`src/rtl/irq_status_pkg.sv`:
```
package irq_status_pkg;
  parameter int DATA_W = 8;
  parameter int ADDR_W = 2;

  localparam int BIT_TA    = 0;
  localparam int BIT_NID   = 2;
  localparam int BIT_EXC   = 3;
  localparam int BIT_RECON = 4;
  localparam int BIT_RI    = 7;

  localparam logic [DATA_W-1:0] IRQ_BITS =
    DATA_W'((1 << BIT_TA) | (1 << BIT_NID) | (1 << BIT_EXC) | (1 << BIT_RECON) | (1 << BIT_RI));

  localparam logic [ADDR_W-1:0] ADDR_STAT = ADDR_W'(0);
  localparam logic [ADDR_W-1:0] ADDR_CMD  = ADDR_W'(1);
  localparam logic [ADDR_W-1:0] ADDR_NID  = ADDR_W'(2);

  localparam logic [DATA_W-1:0] CMD_CLR   = DATA_W'(8'h1E);
  localparam logic [DATA_W-1:0] CMD_PORCL = DATA_W'(8'h2E);

  typedef struct packed {
    logic maskWr;
    logic clrRecon;
    logic clrExc;
    logic clrNid;
    logic selStatus;
    logic selMask;
  } irqStrobe_t;
endpackage

```
`src/rtl/irq_status_ctrl.sv`:
```
module irq_status_ctrl
  import irq_status_pkg::*;
(
  input  logic [ADDR_W-1:0] hostAddr,
  input  logic              hostWr,
  input  logic              hostRd,
  input  logic [DATA_W-1:0] hostWdata,
  output irqStrobe_t        stb
);
  logic cmdWr;

  always_comb begin
    cmdWr         = hostWr && (hostAddr == ADDR_CMD);
    stb.maskWr    = hostWr && (hostAddr == ADDR_STAT);
    stb.clrRecon  = cmdWr && ((hostWdata == CMD_CLR) || (hostWdata == CMD_PORCL));
    stb.clrExc    = cmdWr && (hostWdata == CMD_PORCL);
    stb.clrNid    = hostRd && (hostAddr == ADDR_NID);
    stb.selStatus = (hostAddr == ADDR_STAT);
    stb.selMask   = (hostAddr == ADDR_CMD);
  end
endmodule

```
`src/rtl/irq_status_dp.sv`:
```
module irq_status_dp
  import irq_status_pkg::*;
(
  input  logic              clk,
  input  logic              rstN,
  input  irqStrobe_t        stb,
  input  logic              rxInhibit,
  input  logic              txAvail,
  input  logic              newNidPulse,
  input  logic              excNakPulse,
  input  logic              reconPulse,
  input  logic [DATA_W-1:0] hostWdata,
  output logic [DATA_W-1:0] hostRdata,
  output logic [DATA_W-1:0] maskQ,
  output logic              nidQ,
  output logic              excQ,
  output logic              reconQ,
  output logic              irqQ
);
  logic [DATA_W-1:0] statusVec;

  always_comb begin
    statusVec            = '0;
    statusVec[BIT_TA]    = txAvail;
    statusVec[BIT_NID]   = nidQ;
    statusVec[BIT_EXC]   = excQ;
    statusVec[BIT_RECON] = reconQ;
    statusVec[BIT_RI]    = rxInhibit;
  end

  always_comb begin
    if (stb.selStatus)    hostRdata = statusVec;
    else if (stb.selMask) hostRdata = maskQ;
    else                  hostRdata = '0;
  end

  always_ff @(posedge clk or negedge rstN) begin
    if (!rstN) begin
      maskQ  <= '0;
      nidQ   <= 1'b0;
      excQ   <= 1'b0;
      reconQ <= 1'b0;
      irqQ   <= 1'b0;
    end else begin
      if (stb.maskWr) maskQ <= hostWdata;
      if (newNidPulse)      nidQ <= 1'b1;
      else if (stb.clrNid)  nidQ <= 1'b0;
      if (excNakPulse)      excQ <= 1'b1;
      else if (stb.clrExc)  excQ <= 1'b0;
      if (reconPulse)         reconQ <= 1'b1;
      else if (stb.clrRecon)  reconQ <= 1'b0;
      irqQ <= |(statusVec & maskQ & IRQ_BITS);
    end
  end
endmodule

```
`src/rtl/irq_status_gen.sv`:
```
module irq_status_gen
  import irq_status_pkg::*;
(
  input  logic              clk,
  input  logic              rstN,
  input  logic              rxInhibit,
  input  logic              txAvail,
  input  logic              newNidPulse,
  input  logic              excNakPulse,
  input  logic              reconPulse,
  input  logic [ADDR_W-1:0] hostAddr,
  input  logic              hostWr,
  input  logic              hostRd,
  input  logic [DATA_W-1:0] hostWdata,
  output logic [DATA_W-1:0] hostRdata,
  output logic              irqOut
);
  irqStrobe_t        stb;
  logic [DATA_W-1:0] maskQ;
  logic              nidQ, excQ, reconQ;

  irq_status_ctrl u_ctrl (
    .hostAddr (hostAddr),
    .hostWr   (hostWr),
    .hostRd   (hostRd),
    .hostWdata(hostWdata),
    .stb      (stb)
  );

  irq_status_dp u_dp (
    .clk        (clk),
    .rstN       (rstN),
    .stb        (stb),
    .rxInhibit  (rxInhibit),
    .txAvail    (txAvail),
    .newNidPulse(newNidPulse),
    .excNakPulse(excNakPulse),
    .reconPulse (reconPulse),
    .hostWdata  (hostWdata),
    .hostRdata  (hostRdata),
    .maskQ      (maskQ),
    .nidQ       (nidQ),
    .excQ       (excQ),
    .reconQ     (reconQ),
    .irqQ       (irqOut)
  );
endmodule

```
`config.mk`:
```
export PLATFORM = sky130hd
export DESIGN_NAME = irq_status_gen
export DESIGN_NICKNAME = d
export VERILOG_FILES = /design/src/rtl/irq_status_pkg.sv /design/src/rtl/irq_status_ctrl.sv /design/src/rtl/irq_status_dp.sv /design/src/rtl/irq_status_gen.sv
export SDC_FILE = /design/constraint.sdc
export NUM_CORES = 1
export LEC_CHECK = 0
export BUFFER_PORTS_ARGS = -buffer_cell sky130_fd_sc_hd__buf_4
export CAP_MARGIN = 10
export CORE_ASPECT_RATIO = 0.6
export CORE_MARGIN = 2
export CORE_UTILIZATION = 25
export DETAILED_ROUTE_END_ITERATION = 7
export PLACE_DENSITY_LB_ADDON = 0.3
export SETUP_SLACK_MARGIN = 0.02
export SLEW_MARGIN = 20
export SYNTH_ARGS = -nofsm -noshare
export SYNTH_HDL_FRONTEND = slang
export SYNTH_SLANG_ARGS = --single-unit
```
`constraint.sdc`:
```
create_clock -name clk -period 2.5 [get_ports clk]
set_input_delay 0.5 -clock clk [delete_from_list [all_inputs] [get_ports clk]]
set_output_delay 0.5 -clock clk [all_outputs]
set_load 0.05 [all_outputs]
```
==> flow_summary.json <==
{
  "p_int_mw": 0.434,
  "die_h_microns": 42.7,
  "m1WireLength_microns": 732,
  "diodes": 0,
  "ys_warn_count": 0,
  "clkPwrFrac_pct": 34.8,
  "synthesis.area_sq_um": 623,
  "final-setup-viol-count": 0,
  "syn2layout_area_growth_pct": 44.4,
  "skew_ns": 0.00103,
  "max_freq_mhz": 571,
  "yosys-top-cells-area": "dfrtp_1 (48%), mux2_2 (14%), mux2i_1 (8.0%), nor2_1 (4.2%), and2_1 (3.0%)",
  "clk_latency_ns": 0.24,
  "syn-num-nets": 73,
  "dr.max_layer_used": "met4",
  "row_count": 13,
  "die-width_microns": 68.5,
  "reg2reg_to": "u_dp.irqQ$_DFF_PN0_",
  "first_pass_iters": 4,
  "syn_inst": 54,
  "gp_congestion": 0.726,
  "p_total_mw": 0.613,
  "via_count": 510,
  "crit_slowest_cell": "nor2b_1",
  "yosysTopAreaCell": "dfrtp_1",
  "max_cap_viol_count": 0,
  "drv_slew": 0,
  "endpoint": "hostRdata[6]",
  "path_clk_slew_ns": 0.05,
  "drive_above_1_share_pct": 48.2,
  "ir_worst_vdd_mv": 0.272,
  "rsz0062_at_grt": "no",
  "start_util_pct": 27.6,
  "required_ns": 2.00,
  "syn_avg_cell_area_sq_um": 11.5,
  "cp_max_fo": 9,
  "postCtsSetupBuffers": 0,
  "synth_top_area_share_pct": 48.2,
  "worstRegToRegCells": 2,
  "wl_per_cell_microns": 12.6,
  "grt_max_degree": 13,
  "ant_nets": 0,
  "slowest_delay_ns": 0.23,
  "grt_pass1_wl_mm": 2.23,
  "ys_seq_area_share_pct": 48.2,
  "fin_nets": 103,
  "crit_path_start_kind": "input pin",
  "numCtsBuffers": 3,
  "drc_errors": 0,
  "antenna_found_initial": 0,
  "io_pins": 28,
  "dieArea_sq_um": 2920,
  "met3RoutedLength_microns": 163,
  "p_leak_nw": 0.404,
  "critPathCaptureType": "output port",
  "clockRootBuffer": "clkbuf_8",
  "power.net_switching_mw": 0.179,
  "clock-sinks": 12,
  "final_cell_mix": "buf_4 (27), dfrtp_1 (12), mux2_2 (8)",
  "min_period_over_period_pct": 70.0,
  "yosysUniqueCellTypes": 21,
  "power_density_nw_per_um2": 682,
  "worstMarginPinSlew_ns": 0.488,
  "clock_path_buffers": 2,
  "crit_chain": "buf_4 > nor2b_1 > and2_1 > buf_4",
  "cts.hold.buffers_added": 0,
  "overflow": 0,
  "tns_ns": 0,
  "relSlewSlack_pct": 67.2,
  "core_area_sq_um": 2260,
  "layout_commonest_cell": "buf_4",
  "drt_iter0_drc": 7,
  "cts_resized": 0,
  "min_path_type": "input pin to asynchronous set/reset pin",
  "finalHoldViolations": 0,
  "period_needed_ns": 1.75,
  "viasPerCell": 4.51,
  "comb_power_share_pct": 26.1,
  "seqPwrFrac_pct": 39.1,
  "routed_wirelength_mm": 1.43,
  "cts_tree": "done",
  "startpoint": "hostAddr[0]",
  "rrSetupSlack_ns": 1.54,
  "ys_ff_latch": 12,
  "switching_share_pct": 29.3,
  "r2r_start": "u_dp.nidQ$_DFFE_PN0P_",
  "htreeDepth": 1,
  "grtUsageTotal_pct": 10.7,
  "portBuffers": 27,
  "critical_path_arrival_ns": 1.25,
  "wl_met2_microns": 522,
  "grt_pass1_vias": 470,
  "cp_common_cell": "buf_4",
  "status": "completed",
  "setup.worst_path.class": "input pin to output port"
}
-- per-layer routing --
layer | vias to the layer above | global-route usage [%]
met5 | - | 0
met4 | 0 | 2.40
met1 | 237 | 16.7
met3 | 2 | 5.57
li1 | 250 | -
met2 | 21 | 12.5
-- cell usage after synthesis --
library cell	n
dfrtp_1	12
mux2_2	8
nor2_1	7
mux2i_1	5
and2_1	3
nand2_1	3
a21oi_1	2
a222oi_1	1
a22oi_1	1
buf_4	1
buf_6	1
nand2b_1	1
nand3b_1	1
nor2b_1	1
nor3_1	1
nor3b_4	1
nor4_1	1
nor4b_1	1
o21ai_0	1
or2b_1	1
xnor2_1	1
-- cells by family after synthesis --
kind of cell | Yosys count | synth area share, %
muxes | 13 | 22.5
DFF | 12 | 48.2
AOI/OAI and AO/OA | 5 | 5.22
and+or+nand+nor | 21 | 19.7
xor gates and xnor gates | 1 | 1.41
buffers and inverters | 2 | 3.01
-- final cells by class --
type / instances / area, sq um
fillers: 229 / 1360
multi-input cells: 40 / 304
flip-flops and latches: 12 / 300
repair buffers: 27 / 203
clock buffers: 4 / 55.1
well taps: 30 / 37.5
-- registers in the layout (all words and copies together), names as in the netlist --
register	count
u_dp.excQ	1
u_dp.irqQ	1
u_dp.reconQ	1
u_dp.nidQ	1
u_dp.maskQ	8
-- power groups by stage --
stage | Combinational, mW | Sequential (mW) | Clock (mW)
CTS | 0.162 | 0.240 | 0.219
global route | 0.172 | 0.245 | 0.229
floorplan | 0.100 | 0.245 | 0
detailed placement | 0.162 | 0.244 | 0
global placement | 0.160 | 0.243 | 0
finish | 0.160 | 0.240 | 0.213
-- worst max-delay path: cells and delay by family --
kind	cells	cell delay, ns
AND/OR/NAND/NOR	2	0.39
buffers and inverters	2	0.36
-- metrics by stage --
| stage | hold slack, ns | setup WS [ns] | instances | util, % | instance area (sq um) |
|---|---|---|---|---|---|
| 2_1_floorplan | 0.204 | 0.615 | 54 | - | 623 |
| 3_3_place_gp | 0.349 | 0.736 | 109 | 37.4 | 845 |
| 3_5_place_dp | 0.350 | 0.732 | 109 | 37.4 | 845 |
| 4_1_cts | 0.0900 | 0.724 | 113 | 39.8 | 900 |
| 5_1_grt | 0.0944 | 0.665 | 113 | 39.8 | 900 |
| 6_report | 0.0885 | 0.750 | 113 | 39.8 | 900 |
-- worst min-delay path by stage --
stage                           endpoint  startpoint  cells after the start  slack (ns)
2_1_floorplan      u_dp.excQ$_DFFE_PN0P_        rstN                      0        0.20
3_3_place_gp   u_dp.maskQ[4]$_DFFE_PN0P_        rstN                      1        0.35
3_5_place_dp         u_dp.irqQ$_DFF_PN0_        rstN                      1        0.35
4_1_cts              u_dp.irqQ$_DFF_PN0_        rstN                      1        0.09
5_1_grt              u_dp.irqQ$_DFF_PN0_        rstN                      1        0.09
6_report             u_dp.irqQ$_DFF_PN0_        rstN                      1        0.09
No activity file was read; power rests on OpenSTA's default activity.
